--- config.mk ---
export PLATFORM = sky130hd
export DESIGN_NAME = pwm_timer2c
export DESIGN_NICKNAME = d
export VERILOG_FILES = /design/src/rtl/pwm_pkg.sv /design/src/rtl/pwm_rst_sync.sv /design/src/rtl/pwm_core.sv /design/src/rtl/pwm_regs.sv /design/src/rtl/pwm_timer2c.sv
export SDC_FILE = /design/constraint.sdc
export NUM_CORES = 1
export LEC_CHECK = 0
export ABC_AREA = 1
export BUFFER_PORTS_ARGS = -buffer_cell sky130_fd_sc_hd__buf_2
export CORE_MARGIN = 1.5
export CORE_UTILIZATION = 50
export CTS_BUF_LIST = sky130_fd_sc_hd__clkbuf_4 sky130_fd_sc_hd__clkbuf_8
export DETAILED_ROUTE_END_ITERATION = 10
export PLACE_DENSITY = 0.73
export RECOVER_POWER = 100
export SLEW_MARGIN = 40
export SYNTH_ARGS = -nofsm -noshare
export SYNTH_HDL_FRONTEND = slang
export SYNTH_SLANG_ARGS = --single-unit
--- constraint.sdc ---
create_clock -name clk_i -period 3.1 [get_ports clk_i]
set_clock_uncertainty 0.05 [all_clocks]
set_input_delay 0.155 -clock clk_i [delete_from_list [all_inputs] [get_ports clk_i]]
set_output_delay 0.155 -clock clk_i [all_outputs]
set_load 0.02 [all_outputs]
--- src/rtl/pwm_pkg.sv ---
package pwm_pkg;
  localparam int ADDR_W = 3;
  localparam int NIRQ   = 2;

  localparam logic [ADDR_W-1:0] ADR_CTRL = 3'd0;
  localparam logic [ADDR_W-1:0] ADR_CMPA = 3'd1;
  localparam logic [ADDR_W-1:0] ADR_CMPB = 3'd2;
  localparam logic [ADDR_W-1:0] ADR_FLAG = 3'd3;
  localparam logic [ADDR_W-1:0] ADR_IEN  = 3'd4;
  localparam logic [ADDR_W-1:0] ADR_CNT  = 3'd5;

  localparam int BIT_RUN  = 0;
  localparam int BIT_FINE = 1;
  localparam int BIT_INV  = 2;
  localparam int SEL_LSB  = 4;

  typedef struct packed {
    logic hit_b;
    logic hit_a;
  } pwm_hits_t;
endpackage

--- src/rtl/pwm_rst_sync.sv ---
module pwm_rst_sync #(
  parameter int STAGES = 2
) (
  input  logic clk_i,
  input  logic rst_ni,
  output logic rst_no
);
  logic [STAGES-1:0] sh_q;

  always_ff @(posedge clk_i or negedge rst_ni) begin
    if (!rst_ni) sh_q <= '0;
    else         sh_q <= {sh_q[STAGES-2:0], 1'b1};
  end

  assign rst_no = sh_q[STAGES-1];
endmodule

--- src/rtl/pwm_core.sv ---
module pwm_core
  import pwm_pkg::*;
#(
  parameter int CNT_W = 16,
  parameter int NSEL  = 4,
  localparam int SEL_W = $clog2(NSEL),
  localparam int POS_W = CNT_W + 1
) (
  input  logic             clk_i,
  input  logic             rst_ni,
  input  logic             run_i,
  input  logic             fine_i,
  input  logic [SEL_W-1:0] sel_i,
  input  logic [CNT_W-1:0] cmp_a_i,
  input  logic [CNT_W-1:0] cmp_b_i,
  input  logic [NSEL-1:0]  cen_i,
  output pwm_hits_t        hits_o,
  output logic             out_o,
  output logic [CNT_W-1:0] cnt_o
);
  logic [2**SEL_W-1:0] cen_pad;
  logic [POS_W-1:0]    pos_q, pos_d, pos_inc, last_pos, a_ext;
  logic                out_q, out_d;
  logic                tick, a_ok, hit_a, hit_b;

  always_comb begin
    cen_pad = '0;
    cen_pad[NSEL-1:0] = cen_i;
  end

  assign tick     = run_i & cen_pad[sel_i];
  assign last_pos = fine_i ? {cmp_b_i, 1'b1} : {1'b0, cmp_b_i};
  assign a_ext    = {1'b0, cmp_a_i};
  assign a_ok     = (a_ext <= last_pos);
  assign hit_b    = tick & (pos_q == last_pos);
  assign hit_a    = tick & a_ok & (pos_q == a_ext);
  assign pos_inc  = fine_i ? pos_q + 1'b1 : {1'b0, pos_q[CNT_W-1:0] + 1'b1};

  always_comb begin
    pos_d = pos_q;
    out_d = out_q;
    if (!run_i) begin
      pos_d = '0;
      out_d = 1'b0;
    end else if (hit_b) begin
      pos_d = '0;
      out_d = 1'b0;
    end else begin
      if (tick)  pos_d = pos_inc;
      if (hit_a) out_d = 1'b1;
    end
  end

  always_ff @(posedge clk_i or negedge rst_ni) begin
    if (!rst_ni) begin
      pos_q <= '0;
      out_q <= 1'b0;
    end else begin
      pos_q <= pos_d;
      out_q <= out_d;
    end
  end

  assign hits_o.hit_a = hit_a;
  assign hits_o.hit_b = hit_b;
  assign out_o        = out_q;
  assign cnt_o        = fine_i ? pos_q[POS_W-1:1] : pos_q[CNT_W-1:0];

  p_wrap_r3: assert property (@(posedge clk_i) disable iff (!rst_ni)
    hit_b |=> (pos_q == '0));
  p_stop_clears_r2: assert property (@(posedge clk_i) disable iff (!rst_ni)
    !run_i |=> (pos_q == '0) && !out_q);
  p_a_blocked_r4: assert property (@(posedge clk_i) disable iff (!rst_ni)
    (tick && !a_ok) |=> !$rose(out_q));
  p_equal_off_r10: assert property (@(posedge clk_i) disable iff (!rst_ni)
    (hit_a && hit_b) |=> !out_q);
endmodule

--- src/rtl/pwm_regs.sv ---
module pwm_regs
  import pwm_pkg::*;
#(
  parameter int CNT_W = 16,
  parameter int NSEL  = 4,
  localparam int SEL_W = $clog2(NSEL)
) (
  input  logic              clk_i,
  input  logic              rst_ni,
  input  logic              wr_en_i,
  input  logic [ADDR_W-1:0] wr_addr_i,
  input  logic [CNT_W-1:0]  wr_data_i,
  input  logic [ADDR_W-1:0] rd_addr_i,
  input  pwm_hits_t         hits_i,
  input  logic [CNT_W-1:0]  cnt_i,
  output logic              run_o,
  output logic              fine_o,
  output logic              inv_o,
  output logic [SEL_W-1:0]  sel_o,
  output logic [CNT_W-1:0]  cmp_a_o,
  output logic [CNT_W-1:0]  cmp_b_o,
  output logic [NIRQ-1:0]   irq_o,
  output logic [CNT_W-1:0]  rd_data_o
);
  logic             run_q, run_d, fine_q, fine_d, inv_q, inv_d;
  logic [SEL_W-1:0] sel_q, sel_d;
  logic [CNT_W-1:0] a_q, a_d, b_q, b_d;
  logic [NIRQ-1:0]  ien_q, ien_d, flag_q, flag_d, clr, set;
  logic [CNT_W-1:0] ctrl_rd;

  assign set = {hits_i.hit_b, hits_i.hit_a};

  always_comb begin
    run_d = run_q; fine_d = fine_q; inv_d = inv_q; sel_d = sel_q;
    a_d = a_q; b_d = b_q; ien_d = ien_q; clr = '0;
    if (wr_en_i) begin
      case (wr_addr_i)
        ADR_CTRL: begin
          run_d = wr_data_i[BIT_RUN];
          inv_d = wr_data_i[BIT_INV];
          if (!run_q) begin
            fine_d = wr_data_i[BIT_FINE];
            sel_d  = wr_data_i[SEL_LSB +: SEL_W];
          end
        end
        ADR_CMPA: a_d   = wr_data_i;
        ADR_CMPB: b_d   = wr_data_i;
        ADR_FLAG: clr   = wr_data_i[NIRQ-1:0];
        ADR_IEN:  ien_d = wr_data_i[NIRQ-1:0];
        default: ;
      endcase
    end
  end

  always_ff @(posedge clk_i or negedge rst_ni) begin
    if (!rst_ni) begin
      run_q <= 1'b0; fine_q <= 1'b0; inv_q <= 1'b0; sel_q <= '0;
      a_q <= '0; b_q <= '0; ien_q <= '0;
    end else begin
      run_q <= run_d; fine_q <= fine_d; inv_q <= inv_d; sel_q <= sel_d;
      a_q <= a_d; b_q <= b_d; ien_q <= ien_d;
    end
  end

  for (genvar i = 0; i < NIRQ; i++) begin : g_flag
    assign flag_d[i] = (flag_q[i] & ~clr[i]) | set[i];

    always_ff @(posedge clk_i or negedge rst_ni) begin
      if (!rst_ni) flag_q[i] <= 1'b0;
      else         flag_q[i] <= flag_d[i];
    end

    assign irq_o[i] = flag_q[i] & ien_q[i];

    p_flag_hold_r6: assert property (@(posedge clk_i) disable iff (!rst_ni)
      (flag_q[i] && !clr[i]) |=> flag_q[i]);
    p_set_wins_r7: assert property (@(posedge clk_i) disable iff (!rst_ni)
      set[i] |=> flag_q[i]);
  end

  always_comb begin
    ctrl_rd = '0;
    ctrl_rd[BIT_RUN]  = run_q;
    ctrl_rd[BIT_FINE] = fine_q;
    ctrl_rd[BIT_INV]  = inv_q;
    ctrl_rd[SEL_LSB +: SEL_W] = sel_q;
  end

  always_comb begin
    rd_data_o = '0;
    case (rd_addr_i)
      ADR_CTRL: rd_data_o = ctrl_rd;
      ADR_CMPA: rd_data_o = a_q;
      ADR_CMPB: rd_data_o = b_q;
      ADR_FLAG: rd_data_o[NIRQ-1:0] = flag_q;
      ADR_IEN:  rd_data_o[NIRQ-1:0] = ien_q;
      ADR_CNT:  rd_data_o = cnt_i;
      default: ;
    endcase
  end

  assign run_o   = run_q;
  assign fine_o  = fine_q;
  assign inv_o   = inv_q;
  assign sel_o   = sel_q;
  assign cmp_a_o = a_q;
  assign cmp_b_o = b_q;

  p_cfg_locked_r1: assert property (@(posedge clk_i) disable iff (!rst_ni)
    run_q |=> ($stable(fine_q) && $stable(sel_q)));
endmodule

--- src/rtl/pwm_timer2c.sv ---
module pwm_timer2c
  import pwm_pkg::*;
#(
  parameter int CNT_W = 16,
  parameter int NSEL  = 4
) (
  input  logic              clk_i,
  input  logic              rst_ni,
  input  logic [NSEL-1:0]   cnt_en_i,
  input  logic              wr_en_i,
  input  logic [ADDR_W-1:0] wr_addr_i,
  input  logic [CNT_W-1:0]  wr_data_i,
  input  logic [ADDR_W-1:0] rd_addr_i,
  output logic [CNT_W-1:0]  rd_data_o,
  output logic              tmr_out_o,
  output logic              irq_a_o,
  output logic              irq_b_o
);
  localparam int SEL_W = $clog2(NSEL);

  logic             rst_int_n, run, fine, inv, out_lvl;
  logic [SEL_W-1:0] sel;
  logic [CNT_W-1:0] cmp_a, cmp_b, cnt;
  logic [NIRQ-1:0]  irq;
  pwm_hits_t        hits;

  pwm_rst_sync #(.STAGES(2)) u_rst (
    .clk_i(clk_i), .rst_ni(rst_ni), .rst_no(rst_int_n));

  pwm_regs #(.CNT_W(CNT_W), .NSEL(NSEL)) u_regs (
    .clk_i(clk_i), .rst_ni(rst_int_n), .wr_en_i(wr_en_i),
    .wr_addr_i(wr_addr_i), .wr_data_i(wr_data_i), .rd_addr_i(rd_addr_i),
    .hits_i(hits), .cnt_i(cnt), .run_o(run), .fine_o(fine), .inv_o(inv),
    .sel_o(sel), .cmp_a_o(cmp_a), .cmp_b_o(cmp_b), .irq_o(irq),
    .rd_data_o(rd_data_o));

  pwm_core #(.CNT_W(CNT_W), .NSEL(NSEL)) u_core (
    .clk_i(clk_i), .rst_ni(rst_int_n), .run_i(run), .fine_i(fine),
    .sel_i(sel), .cmp_a_i(cmp_a), .cmp_b_i(cmp_b), .cen_i(cnt_en_i),
    .hits_o(hits), .out_o(out_lvl), .cnt_o(cnt));

  assign tmr_out_o = out_lvl ^ inv;
  assign irq_a_o   = irq[0];
  assign irq_b_o   = irq[1];
endmodule

==> metrics.md, run 1 <==
| Metric | Value |
|---|---|
| Mapped Area | `4412 sq um` |
| Ports | `48` |
| Number of synthesized register bits | `61` |
| Uppermost layer routed | `met4` |
| Slew HR | `-24.92%` |
| Share of the synthesized area in the top cell type | `34.60%` |
| CTS clk-pin slew, worst paths | `0.08 ns` |
| Worst Path Required | `2.89 ns` |
| Synthesized instance count | `677` |
| DR vias/cell | `5.481` |
| Async SR Flop Fraction | `100.0%` |
| Synth Area in Adders | `4.821%` |
| CTS tree | `built` |
| Leading cell type in the layout, fill and taps excluded | `nand2_1` |
| Worst setup SP type | `input port` |
| HPWL after DPL | `9.567 mm` |
| Largest net degree at the start of global routing | `50` |
| Simple-gate share of the synthesized area | `34.03%` |
| Critical path peak fanout | `10` |
| Multi-input gate area | `2404 sq um` |
| WL per Instance | `15.14 um` |
| CTS Buf Count | `9` |
| Max clock buf depth | `2` |
| Die extent in y | `96.94 um` |
| Worst slew pin tran | `1.874 ns` |
| Pwr dens | `562.5 nW/um^2` |
| H-tree Lvls | `3` |
| MaxCap Viol Count | `1` |
| Final Hold Fails | `0` |
| Yosys Warn Count | `0` |
| Starting density of the core | `51.09%` |
| Grt ovf | `0` |
| Synth cell types | `33` |
| Starting DRT DRC Count | `651` |
| Dominant synthesized flop cell | `dfrtp_1` |
| M1 WL | `5.834 mm` |
| Core area | `8636 sq um` |
| Syn Nets | `723` |
| Initial antenna violation count | `0` |
| Metal2 WL | `5.273 mm` |
| Nets | `763` |
| WP data arrival | `2.34 ns` |
| Type of the worst setup path | `in2out` |
| Antenna Nets Post-Route | `0` |
| FF/Latch Area | `1526 sq um` |
| Compound-gate portion of the synthesized area | `13.05%` |
| Final WL | `12.57 mm` |
| Main combinational cell family by area after synthesis | `simple AND/OR/NAND/NOR gates` |
| Vias | `4549` |
| Fraction of layout cells with a size suffix above 1 | `7.064%` |
| Xor/xnor share of the synthesized area | `2.779%` |
| Die area | `9396 sq um` |
| Vias in the first global route | `4118` |
| Fmax | `392.7 MHz` |
| Metal3 WL | `1.202 mm` |
| Hold Crit Class | `in2reg` |
| Status | `complete, but fails checks` |
| N_diodes | `0` |
| Cell row count | `34` |
| Period Utilization, post-route | `82.15%` |
| Fillers | `889` |
| Most frequent cells in the layout | `nand2_1 (254), inv_1 (91), dfrtp_1 (61)` |
| Clock Root Buffer | `clkbuf_8` |
| Post-synth EDFFs | `0` |
| Synth-to-Final Area Change | `10.52%` |
| Setup TNS | `0 ns` |
| Register area share after synthesis | `34.60%` |
| Maximum vdd ir drop | `361.7 uV` |
| CTS Sinks | `61` |
| Leak Pwr | `2.478 nW` |
| Fin util | `56.46%` |
| Slew Viols, Final | `50` |
| Area contributors post-synth | `dfrtp_1 (35%), nand2_1 (22%), inv_1 (7.7%)` |
| Detailed Routing Iterations Pass 1 | `9` |
| First-pass GRT wire length | `20.58 mm` |
| CP cell instances | `buf_2 > nor3_1 > clkinv_1 > o221ai_1 > clkbuf_1` |
| Mux cell area share after synthesis | `0%` |
| Setup Viol. Count Final | `0` |
| Tmin final | `2.547 ns` |
| Worst setup EP type | `primary output` |
| Unrepaired setup endpoints after global routing | `no` |
| Total GRT Usage | `27.51%` |
| Failing checks | `DRC, capacitance limit, slew limit` |
| Die W | `96.94 um` |
| Post-route DRC | `2` |
| Slowest-stage cell, CP | `nor3_1` |
| Port bufs | `47` |
| Syn avg cell area | `6.517 sq um` |
| Worst path max stage delay | `0.79 ns` |
| Clk_lat worst skew | `0.35 ns` |
| GPL Wtd Cong | `0.9873` |
| Cell type with the largest total area after synthesis | `dfrtp_1` |
kinds of logic after synthesis:
family,count (synthesis)
AO/OA/AOI/OAI,97
XOR/XNOR,14
adder cells (fa/ha/maj),17
buffers and inverters,117
flip-flops,61
other,1
AND/OR/NAND/NOR,370
worst max-delay path: cells and delay by family:
kind	cells	cell delay, ns
buf+inv	3	0.99
simple gates	1	0.79
compound gates	1	0.39
metrics by stage:
step	cells	area [sq um]	total power, mW	setup WS (ns)	hold slack [ns]
after floorplan	677	4412	1.701	1.226	-0.1906
after global placement	813	4701	1.940	0.9963	-0.1104
after detailed placement	813	4708	1.973	0.9177	-0.1090
after CTS	830	4926	2.738	0.8712	0.01178
after global routing	830	4876	2.922	0.4229	0.02787
final	830	4876	2.743	0.5535	0.01342
routing by layer:
metal  up-vias  global-route usage [%]
met5         -                       0
met4         0                   9.588
met3        25                   3.974
met2       234                   39.16
met1      2053                   42.30
li1       2237                       -
flip-flops by register name (all words and copies together) (netlist names):
name / count
u_regs.ien_q: 2
u_regs.sel_o: 2
u_regs.run_o: 1
u_regs.cmp_b_o: 16
u_regs.cmp_a_o: 16
u_regs.inv_o: 1
u_rst.sh_q: 2
u_regs.fine_o: 1
u_regs.flag_q: 2
u_core.out_o: 1
u_core.pos_q: 17
what timing repair did:
item | 4_1_cts | 5_1_grt
setup buffers | 0 | 0
hold endpoints to repair | 2 | 0
hold buffers | 1 | 0
resized for setup | 0 | 0
area by class of cell:
class	count	share of cell area [%]
sequential	61	31.31
clock buffer	10	2.823
timing repair buffer	53	5.209
inverter	93	7.159
multi-input combinational	499	49.29
tap	108	2.771
clock inverter	6	1.437
final timing paths:
kind | cells after the start | end | slack, ns | from
setup / recovery | 5 | rd_data_o[8] | 0.55 | rd_addr_i[2]
max in group asynchronous | 1 | u_regs.ien_q[0]$_DFFE_PN0P_ | 1.13 | u_rst.sh_q[1]$_DFF_PN0_
setup reg to reg | 10 | u_core.pos_q[15]$_DFFE_PN0P_ | 0.70 | u_regs.fine_o$_DFFE_PN0P_
min in group asynchronous | 2 | u_rst.sh_q[0]$_DFF_PN0_ | 0.05 | rst_ni
hold reg to reg | 0 | u_rst.sh_q[1]$_DFF_PN0_ | 0.31 | u_rst.sh_q[0]$_DFF_PN0_
hold / removal | 3 | u_regs.cmp_b_o[15]$_DFFE_PN0P_ | 0.01 | wr_data_i[15]
Yosys cell counts, types with 3 or more instances:
cell type / n
nand2_1: 253
nor3_1: 12
nand3_1: 43
nand3b_1: 3
o221ai_1: 9
ha_1: 17
nor2_1: 49
xor2_1: 13
inv_1: 91
o2111ai_1: 4
o21ai_1: 4
a21oi_1: 12
o21ai_0: 52
clkbuf_1: 11
buf_2: 7
o211ai_1: 12
dfrtp_1: 61
nand4_1: 5
where the power goes:
group	leakage [nW]	switching (mW)	total (mW)	internal, mW
combinational	1.59	0.614	0.925	0.312
clock	0.0955	0.363	0.762	0.399
sequential	0.792	0.157	1.06	0.899
Note: power is estimated with default switching activity, not from simulation.
==> run 2: changes to the inputs <==
- PLACE_DENSITY: 0.73 -> 0.75
- clock period: 3.1 -> 2.1 ns (I/O delays scaled with it)
==> run 2 against run 1 <==
Compared with the run above:
- the flow finishes with violations (hold timing, setup timing)
- critical path depth grew 9
- largest power group is now combinational logic
- worst setup slack lost 0.64 ns
- die area is the same
- routed wire length grew 15%
- sequential power grew 49%
- combinational power grew 110%
==> metrics.md, run 2 (synthesized netlist as in run 1, its figures left out) <==
| Metric | Value |
|---|---|
| Initial antenna violation count | `0 (unchanged)` |
| Hold Crit Start | `wr_data_i[5] (was wr_data_i[15])` |
| Most frequent cells in the layout | `nand2_1 (231), inv_1 (86), dfrtp_1 (60) (was nand2_1 (254), inv_1 (91), dfrtp_1 (61))` |
| H-tree Lvls | `3 (unchanged)` |
| Leak Pwr | `2.694 nW (was 2.478 nW)` |
| CTS tree | `built (unchanged)` |
| Hold Path Depth | `3 (unchanged)` |
| Ports | `48 (unchanged)` |
| Port bufs | `47 (unchanged)` |
| Fillers | `719 (was 889)` |
| Largest net degree at the start of global routing | `35 (was 50)` |
| Vias in the first global route | `4355 (was 4118)` |
| CTS clk-pin slew, worst paths | `0.08 ns (about the same)` |
| GR Layer Usage met1 | `40.22% (was 42.30%)` |
| R2R depth | `14 (was 10)` |
| WL per Instance | `16.61 um (was 15.14 um)` |
| Core area | `8636 sq um (unchanged)` |
| Clock Root Buffer | `clkbuf_8 (unchanged)` |
| Largest Register | `u_core.pos_q (unchanged)` |
| Clk_lat worst skew | `0.36 ns (was 0.35 ns)` |
| Grt ovf | `0 (unchanged)` |
| Worst setup path start | `u_regs.fine_o$_DFFE_PN0P_ (was rd_addr_i[2])` |
| P_sw | `1.973 mW (was 1.134 mW)` |
| Clock power frac | `23.8% (was 27.8%)` |
| Die W | `96.94 um (unchanged)` |
| Leading cell type in the layout, fill and taps excluded | `nand2_1 (unchanged)` |
| Worst path max stage delay | `0.44 ns (was 0.79 ns)` |
| Pint | `2.653 mW (was 1.609 mW)` |
| Antenna Nets Post-Route | `0 (unchanged)` |
| Worst Path Required | `2.35 ns (was 2.89 ns)` |
| Failing checks | `hold timing, setup timing (was DRC, capacitance limit, slew limit)` |
| Reg2Reg Setup Slack | `-0.09 ns (was 0.70 ns)` |
| Synth-to-Final Area Change | `26.63% (was 10.52%)` |
| Hold WS | `-0.0009195 ns (was 0.01342 ns)` |
| N_diodes | `0 (unchanged)` |
| First-pass GRT wire length | `21.07 mm (was 20.58 mm)` |
| Combinational share of power | `42.1% (was 33.7%)` |
| Sw Share | `42.65% (was 41.33%)` |
| Crit path capture | `u_core.out_o$_DFFE_PN0P_ (was rd_data_o[8])` |
| Nets | `800 (was 763)` |
| DR vias/cell | `5.738 (was 5.481)` |
| Setup Viol. Count Final | `2 (was 0)` |
| Crit path top cell by count | `nand2_1` |
| Setup slack after layout | `-0.08618 ns (was 0.5535 ns)` |
| Total power draw | `4.627 mW (was 2.743 mW)` |
| Max clock buf depth | `2 (unchanged)` |
| Tmin final | `2.186 ns` |
| Unrepaired setup endpoints after global routing | `yes (was no)` |
| Slew HR | `23.77% (was -24.92%)` |
| Reg-to-Reg End | `u_core.out_o$_DFFE_PN0P_ (was u_core.pos_q[15]$_DFFE_PN0P_)` |
| Pwr dens | `828.2 nW/um^2 (was 562.5 nW/um^2)` |
| HPWL after DPL | `9.959 mm (was 9.567 mm)` |
| Die area | `9396 sq um (unchanged)` |
| Period Utilization, post-route | `104.1%` |
| Slew Viols, Final | `0 (was 50)` |
| CTS Sinks | `61 (unchanged)` |
| GPL Wtd Cong | `0.9469 (was 0.9873)` |
| Starting density of the core | `51.09% (unchanged)` |
| Buf/Inv on CP | `3 (unchanged)` |
| Maximum vdd ir drop | `588.7 uV (was 361.7 uV)` |
| Critical path peak fanout | `7 (was 10)` |
| Grt met2 use | `42.28% (was 39.16%)` |
| CP delay by family, top | `simple AND/OR/NAND/NOR gates (was buffers and inverters)` |
| Grt peak-use layer | `met2 (was met1)` |
| Fmax | `457.4 MHz` |
| Final Hold Fails | `2 (was 0)` |
| Final WL | `14.40 mm (was 12.57 mm)` |
| CP cell instances | `buf_12 > buf_12 > o21ai_4 > inv_2 > ha_4 > nand2_1 > nand2_1 > nand2_2 > a21oi_4 > nor2_2 > nand3_1 > nand2_1 > nand2_2 > a21oi_2 (was buf_2 > nor3_1 > clkinv_1 > o221ai_1 > clkbuf_1)` |
| Cell row count | `34 (unchanged)` |
| Stages on worst setup path | `14 (was 5)` |
| Total GRT Usage | `28.13% (was 27.51%)` |
| Slowest-stage cell, CP | `dfrtp_2 (was nor3_1)` |
| Reg power frac | `34.1% (was 38.5%)` |
| Status | `complete, but fails checks (unchanged)` |
| Dpl ws | `0.002904 ns (was 0.9177 ns)` |
| Worst R2R Start | `u_regs.fine_o$_DFFE_PN0P_ (unchanged)` |
| Post-route DRC | `0 (was 2)` |
| Fraction of layout cells with a size suffix above 1 | `17.13% (was 7.064%)` |
| Starting DRT DRC Count | `753 (was 651)` |
| MaxCap Viol Count | `0 (was 1)` |
| WP data arrival | `2.44 ns (was 2.34 ns)` |
| CTS Buf Count | `9 (unchanged)` |
| Detailed Routing Iterations Pass 1 | `5 (was 9)` |
| Type of the worst setup path | `reg2reg (was in2out)` |
| Die extent in y | `96.94 um (unchanged)` |
| Max reg flops | `17 (unchanged)` |
| Fin util | `64.69% (was 56.46%)` |
| Hold Crit Class | `in2reg (unchanged)` |
| Worst setup SP type | `register (was input port)` |
| Worst slew pin tran | `1.143 ns (was 1.874 ns)` |
| Worst setup EP type | `register (was primary output)` |
| Met3 usage | `5.997% (was 3.974%)` |
| Vias | `4975 (was 4549)` |
## run 2: cell count changes in the layout (fill, tap and decap cells not counted), moves of 4 or more
| cell | delta |
|---|---|
| nand2_2 | +23 |
| ha_1 | -11 |
| nand2_1 | -23 |
| ha_4 | +11 |
| dlygate4sd3_1 | +13 |
| buf_4 | +16 |
| inv_2 | +4 |
| inv_1 | -5 |
## run 2: worst min path at each step
stage                                          endpoint  slack (ns)
after floorplan                 u_rst.sh_q[0]$_DFF_PN0_       -0.24
after global placement          u_rst.sh_q[0]$_DFF_PN0_       -0.16
after detailed placement        u_rst.sh_q[0]$_DFF_PN0_       -0.16
after CTS                 u_regs.cmp_b_o[5]$_DFFE_PN0P_       0.002
after global routing        u_regs.sel_o[1]$_DFFE_PN0P_        0.02
final                       u_regs.sel_o[1]$_DFFE_PN0P_     -0.0009
## run 2: worst min-delay path: stages
cell and delay (ns):
buf_2 0.09, inv_1 0.07, o21ai_0 0.09
## run 2: routing by layer
layer	up-vias	part of all wire [%]
met3	61	9.6
met1	2279	42
met2	304	45
met4	0	3.5
li1	2331	-
met5	-	0
## run 2: final cells by class
| type | count | area, sq um | area share (%) |
|---|---|---|---|
| clock inverters | 7 | 75.07 | 1.344 |
| flip-flops and latches | 61 | 1528 | 27.35 |
| well taps | 108 | 135.1 | 2.419 |
| clock buffers | 9 | 123.9 | 2.217 |
| multi-input cells | 499 | 2715 | 48.60 |
| inverters | 93 | 361.6 | 6.473 |
| repair buffers | 90 | 648.1 | 11.60 |
## run 2: through the flow
step	setup TNS (ns)	area (sq um)	std cells
floorplan	0	4412	677
global placement	0	4866	830
detailed placement	0	4866	830
CTS	0	5211	860
global route	-0.6663	5587	867
finish	-0.1425	5587	867
## run 2: power groups by stage
stage | sequential [mW] | clock [mW] | combinational, mW
finish | 1.58 | 1.10 | 1.95
global route | 1.59 | 1.15 | 2.14
CTS | 1.54 | 1.10 | 1.47
detailed placement | 1.56 | 0 | 1.43
global placement | 1.56 | 0 | 1.39
floorplan | 1.48 | 0 | 1.03
## run 2: timing repair
item | 4_1_cts | 5_1_grt
gates cloned | 0 | 2
hold buffers | 14 | 0
setup endpoints to repair | 2 | 3
gates resized for setup | 3 | 69
pin swaps | 0 | 13
hold endpoints to repair | 27 | 0
buffers inserted | 0 | 5
